### src/rtl/sec_attr_pkg.sv
// Shared constants and types for the security attribute controller.
// Word offsets are byte offsets divided by four.
package sec_attr_pkg;
    localparam logic [31:0] REGION_WORD0 = 32'h000;
    localparam logic [31:0] ATTR_WORD0   = 32'h004;
    localparam logic [31:0] LOCK_WORD0   = 32'h00C;
    localparam logic [31:0] HWCFG_WORD   = 32'h0FC;
    localparam logic [31:0] VER_WORD     = 32'h0FD;
    localparam int          IDX_W        = 4;

    typedef enum logic [2:0] {
        SEL_NONE,
        SEL_REGION,
        SEL_ATTR,
        SEL_LOCK,
        SEL_HWCFG,
        SEL_VER
    } sel_kind_e;
endpackage

### src/rtl/sat_addr_decode.sv
// Address decoder: maps a byte address onto a register kind and a word index
// within that kind. It assumes word-aligned addresses and ignores bits [1:0].
module sat_addr_decode
    import sec_attr_pkg::*;
#(
    parameter int ADDR_W     = 10,
    parameter int NUM_REGION = 4,
    parameter int ATTR_WORDS = 4,
    parameter int LOCK_WORDS = 2
) (
    input  logic [ADDR_W-1:0] addr,
    output sel_kind_e         kind,
    output logic [IDX_W-1:0]  idx
);
    logic [31:0] word;
    logic [31:0] rel;
    logic [1:0]  unused_lsb;

    assign word       = 32'(addr[ADDR_W-1:2]);
    assign unused_lsb = addr[1:0];

    // Classify the word address and compute the index within its group.
    always_comb begin
        kind = SEL_NONE;
        rel  = '0;
        if (word < 32'(NUM_REGION)) begin
            kind = SEL_REGION;
            rel  = word - REGION_WORD0;
        end else if (word >= ATTR_WORD0 && word < ATTR_WORD0 + 32'(ATTR_WORDS)) begin
            kind = SEL_ATTR;
            rel  = word - ATTR_WORD0;
        end else if (word >= LOCK_WORD0 && word < LOCK_WORD0 + 32'(LOCK_WORDS)) begin
            kind = SEL_LOCK;
            rel  = word - LOCK_WORD0;
        end else if (word == HWCFG_WORD) begin
            kind = SEL_HWCFG;
        end else if (word == VER_WORD) begin
            kind = SEL_VER;
        end
        idx = rel[IDX_W-1:0];
    end
endmodule

### src/rtl/sat_periph_bank.sv
// Peripheral bank: holds a 2-bit attribute and a sticky lock for each peripheral.
// Attributes are packed 16 per word and locks 32 per word. A lock freezes only
// its own attribute field. Assumes write strobes are already qualified as secure.
module sat_periph_bank
    import sec_attr_pkg::*;
#(
    parameter int NUM_PERIPH = 64
) (
    input  logic                    clk,
    input  logic                    rst_n,
    input  logic                    attr_we,
    input  logic                    lock_we,
    input  logic [IDX_W-1:0]        idx,
    input  logic [31:0]             wdata,
    output logic [31:0]             attr_rword,
    output logic [31:0]             lock_rword,
    output logic [2*NUM_PERIPH-1:0] attr_flat
);
    logic [1:0]            attr_q [NUM_PERIPH];
    logic [NUM_PERIPH-1:0] lock_q;

    for (genvar n = 0; n < NUM_PERIPH; n++) begin : g_per
        localparam int AW = n / 16;
        localparam int AB = 2 * (n % 16);
        localparam int LW = n / 32;
        localparam int LB = n % 32;

        // Attribute update, blocked while this peripheral is locked.
        always_ff @(posedge clk) begin
            if (!rst_n)
                attr_q[n] <= 2'b00;
            else if (attr_we && idx == IDX_W'(AW) && !lock_q[n])
                attr_q[n] <= wdata[AB +: 2];
        end

        // Lock bit: set by writing one, cleared only by reset.
        always_ff @(posedge clk) begin
            if (!rst_n)
                lock_q[n] <= 1'b0;
            else if (lock_we && idx == IDX_W'(LW) && wdata[LB])
                lock_q[n] <= 1'b1;
        end

        assign attr_flat[2*n +: 2] = attr_q[n];


        locked_attr_frozen_chk: assert property (@(posedge clk) disable iff (!rst_n)
            lock_q[n] |=> $stable(attr_q[n]));
    end

    // Assemble the attribute word selected by idx.
    always_comb begin
        attr_rword = '0;
        for (int n = 0; n < NUM_PERIPH; n++)
            if (n / 16 == int'(idx)) attr_rword[2*(n%16) +: 2] = attr_q[n];
    end

    // Assemble the lock word selected by idx.
    always_comb begin
        lock_rword = '0;
        for (int n = 0; n < NUM_PERIPH; n++)
            if (n / 32 == int'(idx)) lock_rword[n%32] = lock_q[n];
    end


    periph_lock_sticky_chk: assert property (@(posedge clk) disable iff (!rst_n)
        1'b1 |=> ((lock_q & $past(lock_q)) == $past(lock_q)));
endmodule

### src/rtl/sat_region_bank.sv
// Region bank: a 16-bit read-only size and a lock (bit 31) for each region.
// A locked region ignores every write. Assumes the strobe is already qualified as secure.
module sat_region_bank
    import sec_attr_pkg::*;
#(
    parameter int NUM_REGION = 4
) (
    input  logic                     clk,
    input  logic                     rst_n,
    input  logic                     we,
    input  logic [IDX_W-1:0]         idx,
    input  logic [31:0]              wdata,
    output logic [31:0]              rword,
    output logic [16*NUM_REGION-1:0] size_flat
);
    logic [15:0]           size_q [NUM_REGION];
    logic [NUM_REGION-1:0] lock_q;
    logic [14:0]           unused_wbits;

    assign unused_wbits = wdata[30:16];

    for (genvar r = 0; r < NUM_REGION; r++) begin : g_reg
        // Size and lock update while the region is still open.
        always_ff @(posedge clk) begin
            if (!rst_n) begin
                size_q[r] <= '0;
                lock_q[r] <= 1'b0;
            end else if (we && idx == IDX_W'(r) && !lock_q[r]) begin
                size_q[r] <= wdata[15:0];
                lock_q[r] <= wdata[31];
            end
        end

        assign size_flat[16*r +: 16] = size_q[r];


        region_locked_frozen_chk: assert property (@(posedge clk) disable iff (!rst_n)
            lock_q[r] |=> ($stable(size_q[r]) && lock_q[r]));
    end

    // Read word for the selected region: lock, zero gap, size.
    always_comb begin
        rword = '0;
        for (int r = 0; r < NUM_REGION; r++)
            if (r == int'(idx)) rword = {lock_q[r], 15'b0, size_q[r]};
    end
endmodule

### src/rtl/sec_attr_ctrl.sv
// Top level of the peripheral security attribute controller. It decodes the bus,
// drops non-secure writes, steers write strobes to the banks and multiplexes read
// data. Assumes single-cycle write strobes and word-aligned addresses.
module sec_attr_ctrl
    import sec_attr_pkg::*;
#(
    parameter int          ADDR_W     = 10,
    parameter int          NUM_PERIPH = 64,
    parameter int          NUM_REGION = 4,
    parameter int          NUM_MASTER = 8,
    parameter logic [7:0]  SIZE_STEP  = 8'h02,
    parameter logic [7:0]  REVISION   = 8'h20
) (
    input  logic                     clk,
    input  logic                     rst_n,
    input  logic [ADDR_W-1:0]        bus_addr,
    input  logic                     bus_wr_en,
    input  logic                     bus_wr_secure,
    input  logic [31:0]              bus_wdata,
    output logic [31:0]              bus_rdata,
    output logic [2*NUM_PERIPH-1:0]  periph_attr,
    output logic [16*NUM_REGION-1:0] region_size
);
    localparam int ATTR_WORDS = (NUM_PERIPH + 15) / 16;
    localparam int LOCK_WORDS = (NUM_PERIPH + 31) / 32;
    localparam logic [31:0] HWCFG_VAL =
        {SIZE_STEP, 8'(NUM_MASTER), 8'(NUM_PERIPH), 8'(NUM_REGION)};

    sel_kind_e        kind;
    logic [IDX_W-1:0] idx;
    logic             wr_ok;
    logic [31:0]      attr_rword, lock_rword, region_rword;

    sat_addr_decode #(
        .ADDR_W(ADDR_W), .NUM_REGION(NUM_REGION),
        .ATTR_WORDS(ATTR_WORDS), .LOCK_WORDS(LOCK_WORDS)
    ) i_decode (
        .addr(bus_addr), .kind(kind), .idx(idx)
    );

    assign wr_ok = bus_wr_en && bus_wr_secure;

    sat_periph_bank #(.NUM_PERIPH(NUM_PERIPH)) i_periph (
        .clk(clk), .rst_n(rst_n),
        .attr_we(wr_ok && kind == SEL_ATTR),
        .lock_we(wr_ok && kind == SEL_LOCK),
        .idx(idx), .wdata(bus_wdata),
        .attr_rword(attr_rword), .lock_rword(lock_rword),
        .attr_flat(periph_attr)
    );

    sat_region_bank #(.NUM_REGION(NUM_REGION)) i_region (
        .clk(clk), .rst_n(rst_n),
        .we(wr_ok && kind == SEL_REGION),
        .idx(idx), .wdata(bus_wdata),
        .rword(region_rword), .size_flat(region_size)
    );

    // Read data multiplexer by register kind.
    always_comb begin
        case (kind)
            SEL_REGION: bus_rdata = region_rword;
            SEL_ATTR:   bus_rdata = attr_rword;
            SEL_LOCK:   bus_rdata = lock_rword;
            SEL_HWCFG:  bus_rdata = HWCFG_VAL;
            SEL_VER:    bus_rdata = {24'b0, REVISION};
            default:    bus_rdata = '0;
        endcase
    end


    nonsecure_write_dropped_chk: assert property (@(posedge clk) disable iff (!rst_n)
        (bus_wr_en && !bus_wr_secure) |=> ($stable(periph_attr) && $stable(region_size)));


    unmapped_reads_zero_chk: assert property (@(posedge clk) disable iff (!rst_n)
        (kind == SEL_NONE) |-> (bus_rdata == 32'b0));
endmodule

### config.mk
export PLATFORM = sky130hd
export DESIGN_NAME = sec_attr_ctrl
export DESIGN_NICKNAME = d
export VERILOG_FILES = /design/src/rtl/sec_attr_pkg.sv /design/src/rtl/sat_addr_decode.sv /design/src/rtl/sat_periph_bank.sv /design/src/rtl/sat_region_bank.sv /design/src/rtl/sec_attr_ctrl.sv
export SDC_FILE = /design/constraint.sdc
export NUM_CORES = 1
export LEC_CHECK = 0
export ABC_AREA = 1
export BUFFER_PORTS_ARGS = -buffer_cell sky130_fd_sc_hd__buf_2
export CAP_MARGIN = 30
export CORE_MARGIN = 5
export CORE_UTILIZATION = 40
export DETAILED_ROUTE_END_ITERATION = 10
export SLEW_MARGIN = 10
export SYNTH_ARGS = -nofsm -noshare
export SYNTH_HDL_FRONTEND = slang
export SYNTH_SLANG_ARGS = --single-unit
### constraint.sdc
create_clock -name clk -period 6.45 [get_ports clk]
set_input_delay 0.645 -clock clk [delete_from_list [all_inputs] [get_ports clk]]
set_output_delay 0.645 -clock clk [all_outputs]
set_load 0.005 [all_outputs]
## Yosys cells after proc, flatten, opt, wreduce, memory -nomap -nowiden

Memory sizes are Yosys's and may differ from the RTL's.
Cells that the tools add are included.

- Add/subtract/negate cells: 2
- Magnitude comparators: 5
- Equal/unequal tests: 13
- Mux-type cells: 414
- Bitwise gates (word level): 68
- Reduce and logical (&&, ||, !) cells: 218

Operator list:

| kind | number |
|---|---|
| $mux W1 | 269 |
| $mux W2 | 128 |
| $pmux W32 S5 | 1 |
| $logic_and A1 B1 Y1 | 148 |
| $mux W32 | 4 |
| $logic_not A1 Y1 | 68 |
| $or A1 B1 Y1 | 68 |
| $mux W16 | 4 |
| $eq A8 B8 Y1 const B | 2 |
| $lt A8 B4 Y1 const B | 2 |
| $mux W3 | 5 |
| $mux W4 | 3 |
| $eq A3 B4 Y1 const A | 2 |
| $eq A4 B2 Y1 const B | 2 |
| $ge A8 B3 Y1 const B | 1 |
| $ge A8 B4 Y1 const B | 1 |
| $logic_not A4 Y1 | 2 |
| $lt A8 B3 Y1 const B | 1 |
| $eq A3 B2 Y1 const B | 2 |
| $eq A3 B3 Y1 const B | 2 |
| $eq A2 B4 Y1 const A | 1 |
| $eq A4 B1 Y1 const B | 1 |
| $sub A4 B3 Y4 const B | 1 |
| $sub A4 B4 Y4 const B | 1 |
| $eq A3 B1 Y1 const B | 1 |

- Register bits: 68
- Memory bits (writable): 192
- Bits of input ports: 46
- Word-level logic and storage cells: 790
- Memories kept: 2

Memories:

| memory | words | width | read ports | clocked after memory_dff | write ports | line | source |
|---|---|---|---|---|---|---|---|
| i_periph.attr_q | 64 | 2 | 64 | 0 | 64 | sat_periph_bank.sv:19 | `logic [1:0] attr_q [NUM_PERIPH];` |
| i_region.size_q | 4 | 16 | 4 | 0 | 4 | sat_region_bank.sv:16 | `logic [15:0] size_q [NUM_REGION];` |

## Longest topological paths before layout

- Depth in word-level cells: 14
- Depth in mapped cells: 18
- Depth with buffers taken out: 17

## Hierarchy

A second synthesis with hierarchy kept.

- Cells, all modules: 1,620
- Area, all modules: 13,614.3 µm²

By module, submodules not included:

| module | times used | cells an instance | area an instance (µm²) | sequential area each (µm²) |
|---|---|---|---|---|
| sat_periph_bank | 1 | 1,059 | 9,143.8 | 5,124.9 |
| sat_region_bank | 1 | 347 | 3,395.8 | 2,001.9 |
| sec_attr_ctrl | 1 | 174 | 847.1 | 0.0 |
| sat_addr_decode | 1 | 40 | 227.7 | 0.0 |

## Worst setup path before layout

Ideal clock, no wire load.

- Path type: in2reg
- Start: in bus_addr[5]
- End: mem i_region.size_q[2][0] (enable)
- Library setup time: 411 ps
- Arrival time: 3,068 ps
- Setup slack: 2,971 ps
- Stages on the path: 11
- Path through: inv_1 ha_1 nand2_2 nand3_1 nand2_1 nand2_1 nand2_1 nor3_4 buf_4 nand2_1 o21ai_0

RTL lines:

| element | line | source |
|---|---|---|
| from (decl) | sec_attr_ctrl.sv:16 | `input logic [ADDR_W-1:0] bus_addr,` |
| to (decl) | sat_region_bank.sv:16 |  |

## Final worst setup path

- Start: in bus_addr[2]
- End: out bus_rdata[14]

- Cells in the longest elaborated chain, start to end: 11

RTL lines:

| element | line | source |
|---|---|---|
| $ge A8 B4 Y1 or $lt A8 B4 Y1 (tied branches) | sat_addr_decode.sv:32 | `end else if (word >= LOCK_WORD0 && word < LOCK_WORD0 + 32'(LOCK_WORDS)) begin` |
| $logic_and A1 B1 Y1 | sat_addr_decode.sv:32 |  |
| $mux W4 | sat_addr_decode.sv:32 |  |
| $mux W4 | sat_addr_decode.sv:29 | `end else if (word >= ATTR_WORD0 && word < ATTR_WORD0 + 32'(ATTR_WORDS)) begin` |
| $mux W4 | sat_addr_decode.sv:26 | `if (word < 32'(NUM_REGION)) begin` |
| $logic_not A4 Y1 | sat_periph_bank.sv:55, sat_periph_bank.sv:62, sat_region_bank.sv:45 |  |
| $mux W2 or $mux W32 (tied branches) (4 in series) | sat_periph_bank.sv:55, sat_region_bank.sv:45 |  |
| $pmux W32 S5 * | sec_attr_ctrl.sv:61 | `case (kind)` |
| to (decl) | sec_attr_ctrl.sv:20 | `output logic [31:0] bus_rdata,` |

Mark *: on every way between the ends. The rest lies on a longest branch, timed or not.

==> impl_metrics.ini <==
[outcome]
status = finished clean

[final_layout]
drive_gt1_frac = 0.212
ff_latch_area_um2 = 7130
synthToLayoutAreaGrowth_pct = 20.3
multi_input_area_um2 = 4560
nFillCells = 2988
design_area_um2 = 15200
nNetsFinal = 1748

[global_routing]
grt_pass1_vias = 11134
grt_usage = 0.260
grt_pass1_wl_um = 69900
grt-ovfl-total = 0
grt_start_max_net_pins = 91
antenna_found_initial = 4

[sta]
worst_slack_ns = 1.09
setup_viol = 0
skew_ns = 0.0109
worstMarginPinSlew_ns = 1.07
rsz0062_at_grt = false
drv_slew = 0
fin_crit_sh = 0.831
holdWs_ns = 0.365
slew_headroom = 0.289
hold_viol_final = 0
fin_setup_tns_ns = 0
period_needed_ns = 5.36
timing.fmax_ghz = 0.187

[drt]
via_count = 11793
wl_um = 47900
drc = 0
routedWlPerCell_um = 22.5
drt_first_pass_iters = 6
drtIter0Drc = 1246
drtAntennaViolNets = 0
via_per_inst = 5.55

[min_path]
whs_endpoint = i_periph.lock_q[27]
min_path_cells = 3
min_from = bus_wdata[27]
worstHoldPathType = in -> reg

[critical_path]
r2r-end = i_region.size_q[1][14]
cp.arrival_ns = 4.71
critPathKind = in -> out
cp_max_fo = 61
crit_path_end_kind = primary output
critPathLaunchType = input port
r2r-start = i_region.lock_q[1]
reg2reg_depth = 3
cp_data_required_time_ns = 5.80
rrSetupSlack_ns = 4.79

[power_and_ir_drop]
intPower_uw = 2870
pwr-share-seq = 0.499
p_sw_uw = 867
combPwrFrac = 0.063
leakage_uw = 0.00654
peakVddDrop_mv = 0.166
power_switching_share = 0.232
power_density_nw_per_um2 = 247
p_clk_frac = 0.438

[die]
core_um2 = 31300
initial_core_util = 0.402
die_w_um = 187
num_rows = 65
die_y_um = 187
io_pins = 270
die_area_um2 = 35100

[synth]
yosysWarnings = 0
synth_seq_cells = 260
synth_top_cell_by_area = edfxtp_1
synth_edf_count = 192
syn_area_um2 = 12600
avgSynthCellArea_um2 = 8.57
yosysMostFrequentCell = nand2_1
synth_top_area_frac = 0.458
postSynthCellCount = 1470
synth.distinct_cells = 38
yosys-top-cells-count = 304 x nand2_1, 282 x nor2_1, 192 x edfxtp_1
async_flop_share = 0
synth_ff_type = edfxtp_1
yosys-top-cells-area = edfxtp_1 46%, dfxtp_1 11%, nand2_1 9.1%
yosysSeqAreaShare = 0.566
synth_nets = 1519

[place]
portBuffers = 267
dp_hpwl_um = 33000
place_ws_ns = 0.704
gp_congestion = 0.873
dpl_cell_area_um2 = 14200

[clocking]
cts_setup_buffers = 0
clock_sinks = 260
cts_buffer_depth = 3
clk_latency_ns = 0.54
post_cts_resized = 0
cts_max_level = 1
clock-root-buffer = clkbuf_16
cts_buffers = 29
cts_tree = done
clk_pin_slew_ns = 0.06
postCtsHoldBufs = 0

[run]
cap_viol_max_count = 0
[cells in the final DEF, fill, tap and decap left out, types with 6 or more instances in the layout]
cell,count
nand2_1,304
nor2_1,282
buf_2,266
edfxtp_1,192
inv_1,117
nand3_1,112
o21ai_0,91
a21oi_1,79
dfxtp_1,68
o21ai_1,36
clkbuf_16,29
o2111ai_1,20
buf_4,17
inv_2,14
o211ai_1,14
o22ai_1,14
nand4_1,7
clkinv_1,6
clkbuf_1,6
[how the worst max path moves through the flow]
stage,from,endpoint,slack (ns)
floorplan,bus_addr[5],i_region.size_q[2][0],2.97
global placement,bus_addr[2],i_periph.attr_q[49][0],0.80
detailed placement,bus_addr[2],i_periph.attr_q[51][1],0.70
CTS,bus_addr[2],bus_rdata[14],1.12
global route,bus_addr[2],bus_rdata[14],0.83
finish,bus_addr[2],bus_rdata[14],1.09
[worst max-delay path: stages]
cell and delay [ns]:
buf_2 0.50, inv_2 0.13, nand3_1 0.10, nand2_1 0.08, nand3_1 0.10, buf_4 0.31
nand2_1 0.14, a21boi_2 0.74, nand3_4 0.88, buf_4 0.51, nor2_1 0.11, nor2_1 0.05
nand2_1 0.09, nand3_1 0.14, buf_2 0.17
[cells by family (layout without fill, tap and decap cells)]
| kind of cell | Yosys count | in the layout | share of synthesized area |
|---|---|---|---|
| other | 0 | 4 | 0 |
| adders and majority gates | 3 | 3 | 0.00298 |
| buffers and inverters | 220 | 470 | 0.0723 |
| DFF | 260 | 260 | 0.566 |
| and+or+nand+nor | 729 | 729 | 0.244 |
| AOI/OAI and AO/OA | 258 | 258 | 0.115 |
[routing by layer]
layer,vias to the layer above,track usage,wire [um]
met5,-,0,11
met4,2,0.0675,1450
met3,95,0.0679,5600
met2,727,0.428,22000
met1,5579,0.345,18900
li1,5390,-,-
[stage by stage]
| step | total power (uW) | utilization | std cells |
|---|---|---|---|
| finish | 3740 | 0.484 | 2126 |
| floorplan | 2000 | - | 1470 |
| detailed placement | 2140 | 0.454 | 2070 |
| global route | 3830 | 0.484 | 2124 |
| CTS | 3750 | 0.484 | 2122 |
| global placement | 2130 | 0.452 | 2067 |
[power by group through the flow]
stage / clock network [uW] / logic (uW) / registers (uW)
after global routing: 1710 / 255 / 1870
final: 1640 / 236 / 1870
after detailed placement: 0 / 234 / 1900
after floorplan: 0 / 107 / 1900
after global placement: 0 / 231 / 1900
after CTS: 1650 / 235 / 1870
[sequential cells by signal (all words and copies together), names as in the netlist]
name	flops
i_periph.attr_q	128
i_periph.lock_q	64
i_region.lock_q	4
i_region.size_q	64
[layout make-up]
class,count,share of cell area
Clock inverter,14,0.00925
Tap cell,402,0.0332
Timing Repair Buffer,287,0.101
Antenna cell,4,0.000661
Clock buffer,38,0.0521
Sequential cell,260,0.470
Multi-Input combinational cell,990,0.301
Inverter,131,0.0324
Note: power is estimated with default switching activity, not from simulation.
